File: src/rtl/bitser_adder_pkg.sv
package bitser_adder_pkg;
  typedef enum logic {
    ST_IDLE = 1'b0,
    ST_RUN  = 1'b1
  } seq_state_t;
endpackage

File: src/rtl/bitser_shreg.sv
module bitser_shreg #(
  parameter int W = 8
) (
  input  logic         clk,
  input  logic         rst,
  input  logic         load,
  input  logic         shift,
  input  logic [W-1:0] par_in,
  input  logic         ser_in,
  output logic [W-1:0] q
);
  // right shift: bit 0 leaves, serial bit enters at the top
  always_ff @(posedge clk) begin
    if (rst)        q <= '0;
    else if (load)  q <= par_in;
    else if (shift) q <= {ser_in, q[W-1:1]};
  end
endmodule

File: src/rtl/bitser_jk_carry.sv
module bitser_jk_carry (
  input  logic clk,
  input  logic rst,
  input  logic clr,
  input  logic en,
  input  logic j,
  input  logic k,
  output logic q
);
  always_ff @(posedge clk) begin
    if (rst || clr) q <= 1'b0;
    else if (en) begin
      case ({j, k})
        2'b10:   q <= 1'b1;
        2'b01:   q <= 1'b0;
        2'b11:   q <= ~q;
        default: q <= q;
      endcase
    end
  end
endmodule

File: src/rtl/bitser_seq.sv
module bitser_seq
  import bitser_adder_pkg::*;
#(
  parameter int W = 8
) (
  input  logic clk,
  input  logic rst,
  input  logic start,
  output logic load,
  output logic shift,
  output logic busy,
  output logic done
);
  localparam int CW = (W > 1) ? $clog2(W) : 1;
  localparam logic [CW-1:0] LAST = CW'(W - 1);

  seq_state_t       state;
  logic [CW-1:0]    cnt;

  assign load  = start && (state == ST_IDLE);
  assign shift = (state == ST_RUN);
  assign busy  = (state == ST_RUN);

  always_ff @(posedge clk) begin
    if (rst) begin
      state <= ST_IDLE;
      cnt   <= '0;
      done  <= 1'b0;
    end else begin
      done <= 1'b0;
      case (state)
        ST_IDLE: begin
          if (start) begin
            state <= ST_RUN;
            cnt   <= '0;
          end
        end
        ST_RUN: begin
          if (cnt == LAST) begin
            state <= ST_IDLE;
            done  <= 1'b1;
          end else begin
            cnt <= cnt + 1'b1;
          end
        end
        default: state <= ST_IDLE;
      endcase
    end
  end
endmodule

File: src/rtl/bitser_adder.sv
module bitser_adder #(
  parameter int W = 8
) (
  input  logic         clk,
  input  logic         rst,
  input  logic         start,
  input  logic [W-1:0] a_in,
  input  logic [W-1:0] b_in,
  output logic         busy,
  output logic         done,
  output logic [W-1:0] sum_out,
  output logic         carry_out
);
  logic         load, shift;
  logic [W-1:0] a_q, b_q;
  logic         a_lsb, b_lsb, cy, sum_bit;

  bitser_seq #(.W(W)) u_seq (
    .clk(clk), .rst(rst), .start(start),
    .load(load), .shift(shift), .busy(busy), .done(done)
  );

  assign a_lsb   = a_q[0];
  assign b_lsb   = b_q[0];
  assign sum_bit = a_lsb ^ b_lsb ^ cy;

  // operand A register doubles as the result register
  bitser_shreg #(.W(W)) u_areg (
    .clk(clk), .rst(rst), .load(load), .shift(shift),
    .par_in(a_in), .ser_in(sum_bit), .q(a_q)
  );

  bitser_shreg #(.W(W)) u_breg (
    .clk(clk), .rst(rst), .load(load), .shift(shift),
    .par_in(b_in), .ser_in(1'b0), .q(b_q)
  );

  bitser_jk_carry u_cy (
    .clk(clk), .rst(rst), .clr(load), .en(shift),
    .j(a_lsb & b_lsb), .k(~(a_lsb | b_lsb)), .q(cy)
  );

  assign sum_out   = a_q;
  assign carry_out = cy;
endmodule

File: config.mk
export PLATFORM = sky130hd
export DESIGN_NAME = bitser_adder
export DESIGN_NICKNAME = d
export VERILOG_FILES = /design/src/rtl/bitser_adder_pkg.sv /design/src/rtl/bitser_shreg.sv /design/src/rtl/bitser_jk_carry.sv /design/src/rtl/bitser_seq.sv /design/src/rtl/bitser_adder.sv
export SDC_FILE = /design/constraint.sdc
export NUM_CORES = 1
export LEC_CHECK = 0
export BUFFER_PORTS_ARGS = -buffer_cell sky130_fd_sc_hd__buf_4
export CAP_MARGIN = 25
export CORE_UTILIZATION = 30
export CTS_CLUSTER_SIZE = 24
export DETAILED_ROUTE_END_ITERATION = 6
export PLACE_DENSITY = 0.59
export RECOVER_POWER = 50
export REMOVE_ABC_BUFFERS = 1
export SLEW_MARGIN = 40
export SYNTH_ARGS = -nofsm -noshare
export SYNTH_HDL_FRONTEND = slang
export SYNTH_HIERARCHICAL = 1
export SYNTH_SLANG_ARGS = --single-unit
File: constraint.sdc
create_clock -name clk -period 2.5 [get_ports clk]
set_input_delay 0.5 -clock clk [delete_from_list [all_inputs] [get_ports clk]]
set_output_delay 0.5 -clock clk [all_outputs]
set_load 0.005 [all_outputs]
==> results_dict.tcl <==
set metrics [dict create \
    core_area_sq_um 3390 \
    synth_top_family_by_area "simple AND/OR/NAND/NOR gates" \
    whs_ns 0.474 \
    via_per_inst 4.74 \
    rsz0062_at_grt "false" \
    p_seq_share_pct 53.7 \
    avgSynthCellArea_sq_um 10.5 \
    rr_startpoint "u_seq/busy$_SDFF_PP0_" \
    ant_nets 0 \
    synth-edff-count 0 \
    slew_viol_final 0 \
    multiInputGateArea_sq_um 574 \
    cts_tree "built" \
    p_leak_nw 0.565 \
    p_comb_share_pct 19.5 \
    yosysTopAreaCellShare_pct 41.0 \
    rows 21 \
    synth_simple_gate_area_share_pct 16.6 \
    cts_root_buffer "clkbuf_4" \
    drive_gt1_share_pct 27.8 \
    synth-seq-cells 22 \
    synth_top_area_cell "dfxtp_1" \
    die_w_um 61.9 \
    r2r-end "u_areg/q[1]$_SDFFE_PP0P_" \
    utilization_pct 40.1 \
    wl_per_cell_um 12.1 \
    setup_viol 0 \
    switching_share_pct 26.3 \
    cts_resized 0 \
    synthTopCellsByArea "dfxtp_1, mux2i_1, a211oi_1" \
    die_y_um 61.9 \
    antenna_found_initial 0 \
    synth_compound_area_share_pct 14.9 \
    critPathMaxFanout 23 \
    insertion_delay_ns 0.31 \
    setup-tns-final_ns 0 \
    min_period_over_period_pct 63.7 \
    area_delta_synth_final_pct 26.5 \
    finalNetCount 158 \
    crit_type "reg2reg" \
    postSynth.asyncResetShare_pct 0 \
    grt_usage_pct 12.2 \
    clockBufferDepth 2 \
    grt_start_max_net_pins 26 \
    syn_inst 102 \
    power_density_nw_per_um2 547 \
    max_cap_violations 0 \
    port_buffers 29 \
    htree_levels 1 \
    ctsHoldBuffers 0 \
    status "completed" \
    ir_drop_uv 235 \
    regArea_sq_um 440 \
    p_switching_w 0.000196 \
    drt_iter0_drc 40 \
    r2r_cells 5 \
    synth_fa_ha_area_share_pct 5.82 \
    ys.flop_type "dfxtp_1" \
    nFillCells 357 \
    yosysMostFrequentCell "dfxtp_1" \
    cp-start-kind "flop" \
    route.detailed.drc 0 \
    dieArea_sq_um 3830 \
    hold_path_class "in2reg" \
    io-pin-count 30 \
    critPathArrivalTime_ns 1.83 \
    ys_types 23 \
    post-route-min-period_ns 1.59 \
    seq_area_frac_synth_pct 41.0 \
    worst_ep_required_time_ns 2.74 \
    end_kind "flop" \
    yosys-mux-area-fraction_pct 14.9 \
    synth_xor_area_share_pct 0.815 \
    cts.sinks 22 \
    fin_skew_ns 0.00113 \
    clk_pin_slew_ns 0.12 \
    grt_pass1_vias 740 \
    hold_viol_final 0 \
    timing.reg2reg.setup_slack_ns 0.91 \
    syn_area_sq_um 1070 \
    synthTopCellsByCount "dfxtp_1, nor2b_1, a211oi_1, mux2i_1, ha_1" \
    drtPass1Iterations 4 \
    grt_pass1_wl_um 3330 \
    dpl.hpwl_um 1500 \
    crit_end "u_areg/q[1]$_SDFFE_PP0P_" \
    place_congestion 0.645 \
    power.internal_w 0.000548 \
    post_cts_buffers 0 \
    drt-total-wl_um 2160 \
    antenna_cells 0 \
    max_clock_freq_ghz 0.628 \
    dr_total_vias 849 \
    cp-startpoint "u_seq/busy$_SDFF_PP0_" \
    grt.overflow.total 0 \
    ys_warn_count 6 \
    start_util_pct 31.7 \
    p_clk_share_pct 26.8 \
    cts_buffers 3 \
]
[flip-flops by register name (all words and copies together), names as in the netlist]
signal      cells
u_breg/q        8
u_seq/busy      1
u_seq/done      1
u_cy/q          1
u_areg/q        8
u_seq/cnt       3
[worst max-delay path: stages (launching register included)]
cell and delay (ns):
dfxtp_1 0.47, clkbuf_1 0.38, nor2b_1 0.09, buf_4 0.22
nor2b_1 0.15, a211oi_1 0.20
[how the worst min path moves through the flow]
stage	startpoint	end	slack [ns]	depth (start not counted)
global placement	u_seq/cnt[1]$_SDFFE_PP0P_	u_seq/cnt[1]$_SDFFE_PP0P_	0.46	2
detailed placement	u_seq/cnt[1]$_SDFFE_PP0P_	u_seq/cnt[1]$_SDFFE_PP0P_	0.48	2
global route	b_in[4]	u_breg/q[4]$_SDFFE_PP0P_	0.47	3
floorplan	u_seq/cnt[1]$_SDFFE_PP0P_	u_seq/cnt[1]$_SDFFE_PP0P_	0.45	2
CTS	b_in[2]	u_breg/q[2]$_SDFFE_PP0P_	0.46	3
finish	a_in[6]	u_areg/q[6]$_SDFFE_PP0P_	0.47	3
[logic make-up (layout without fill, tap and decap cells)]
kind of cell	count (synthesis)	count (layout)
mux	16	16
flops	22	22
compound gates	21	21
simple gates	25	25
xor+xnor	1	1
other cells	1	1
buf+inv	11	42
fa+ha+maj	5	5
[through the flow]
step           cells  cell area [sq um]  power [W]  setup slack [ns]
2_1_floorplan     97               1040   0.000486             0.634
3_3_place_gp     175               1340   0.000554              1.10
3_5_place_dp     175               1340   0.000559              1.06
4_1_cts          179               1370   0.000758              1.03
5_1_grt          179               1360   0.000788             0.718
6_report         179               1360   0.000744             0.907
[per-layer routing]
metal  track usage, %  routed length (um)  vias up
li1                 -                   -      431
met1             14.2                 992      390
met2             20.3                1020       26
met3             4.97                 126        2
met4             3.81                  12        0
met5                0                   0        -
[final cells by class]
class,count,share of cell area (%)
sequential,22,32.4
timing repair buffer,32,16.8
tap,46,4.23
inverter,6,1.66
clock buffer,4,2.67
multi-input combinational,69,42.2
[power groups by stage]
| stage | clock, W | combinational, W | sequential [W] |
|---|---|---|---|
| detailed placement | 0 | 0.000151 | 0.000408 |
| global route | 0.000223 | 0.000163 | 0.000403 |
| floorplan | 0 | 0.0000739 | 0.000412 |
| global placement | 0 | 0.000148 | 0.000407 |
| finish | 0.000199 | 0.000145 | 0.000399 |
| CTS | 0.000206 | 0.000152 | 0.000400 |
[layout by cell type (no fill, tap or decap), types with 2 or more instances in the layout]
cell and count:
a211oi_1 16, buf_4 21, clkbuf_1 3, clkbuf_4 11
dfxtp_1 22, ha_1 5, inv_1 4, inv_2 2
mux2i_1 16, nor2b_1 18, o41ai_1 2
Power figures use the tool's default switching activity.
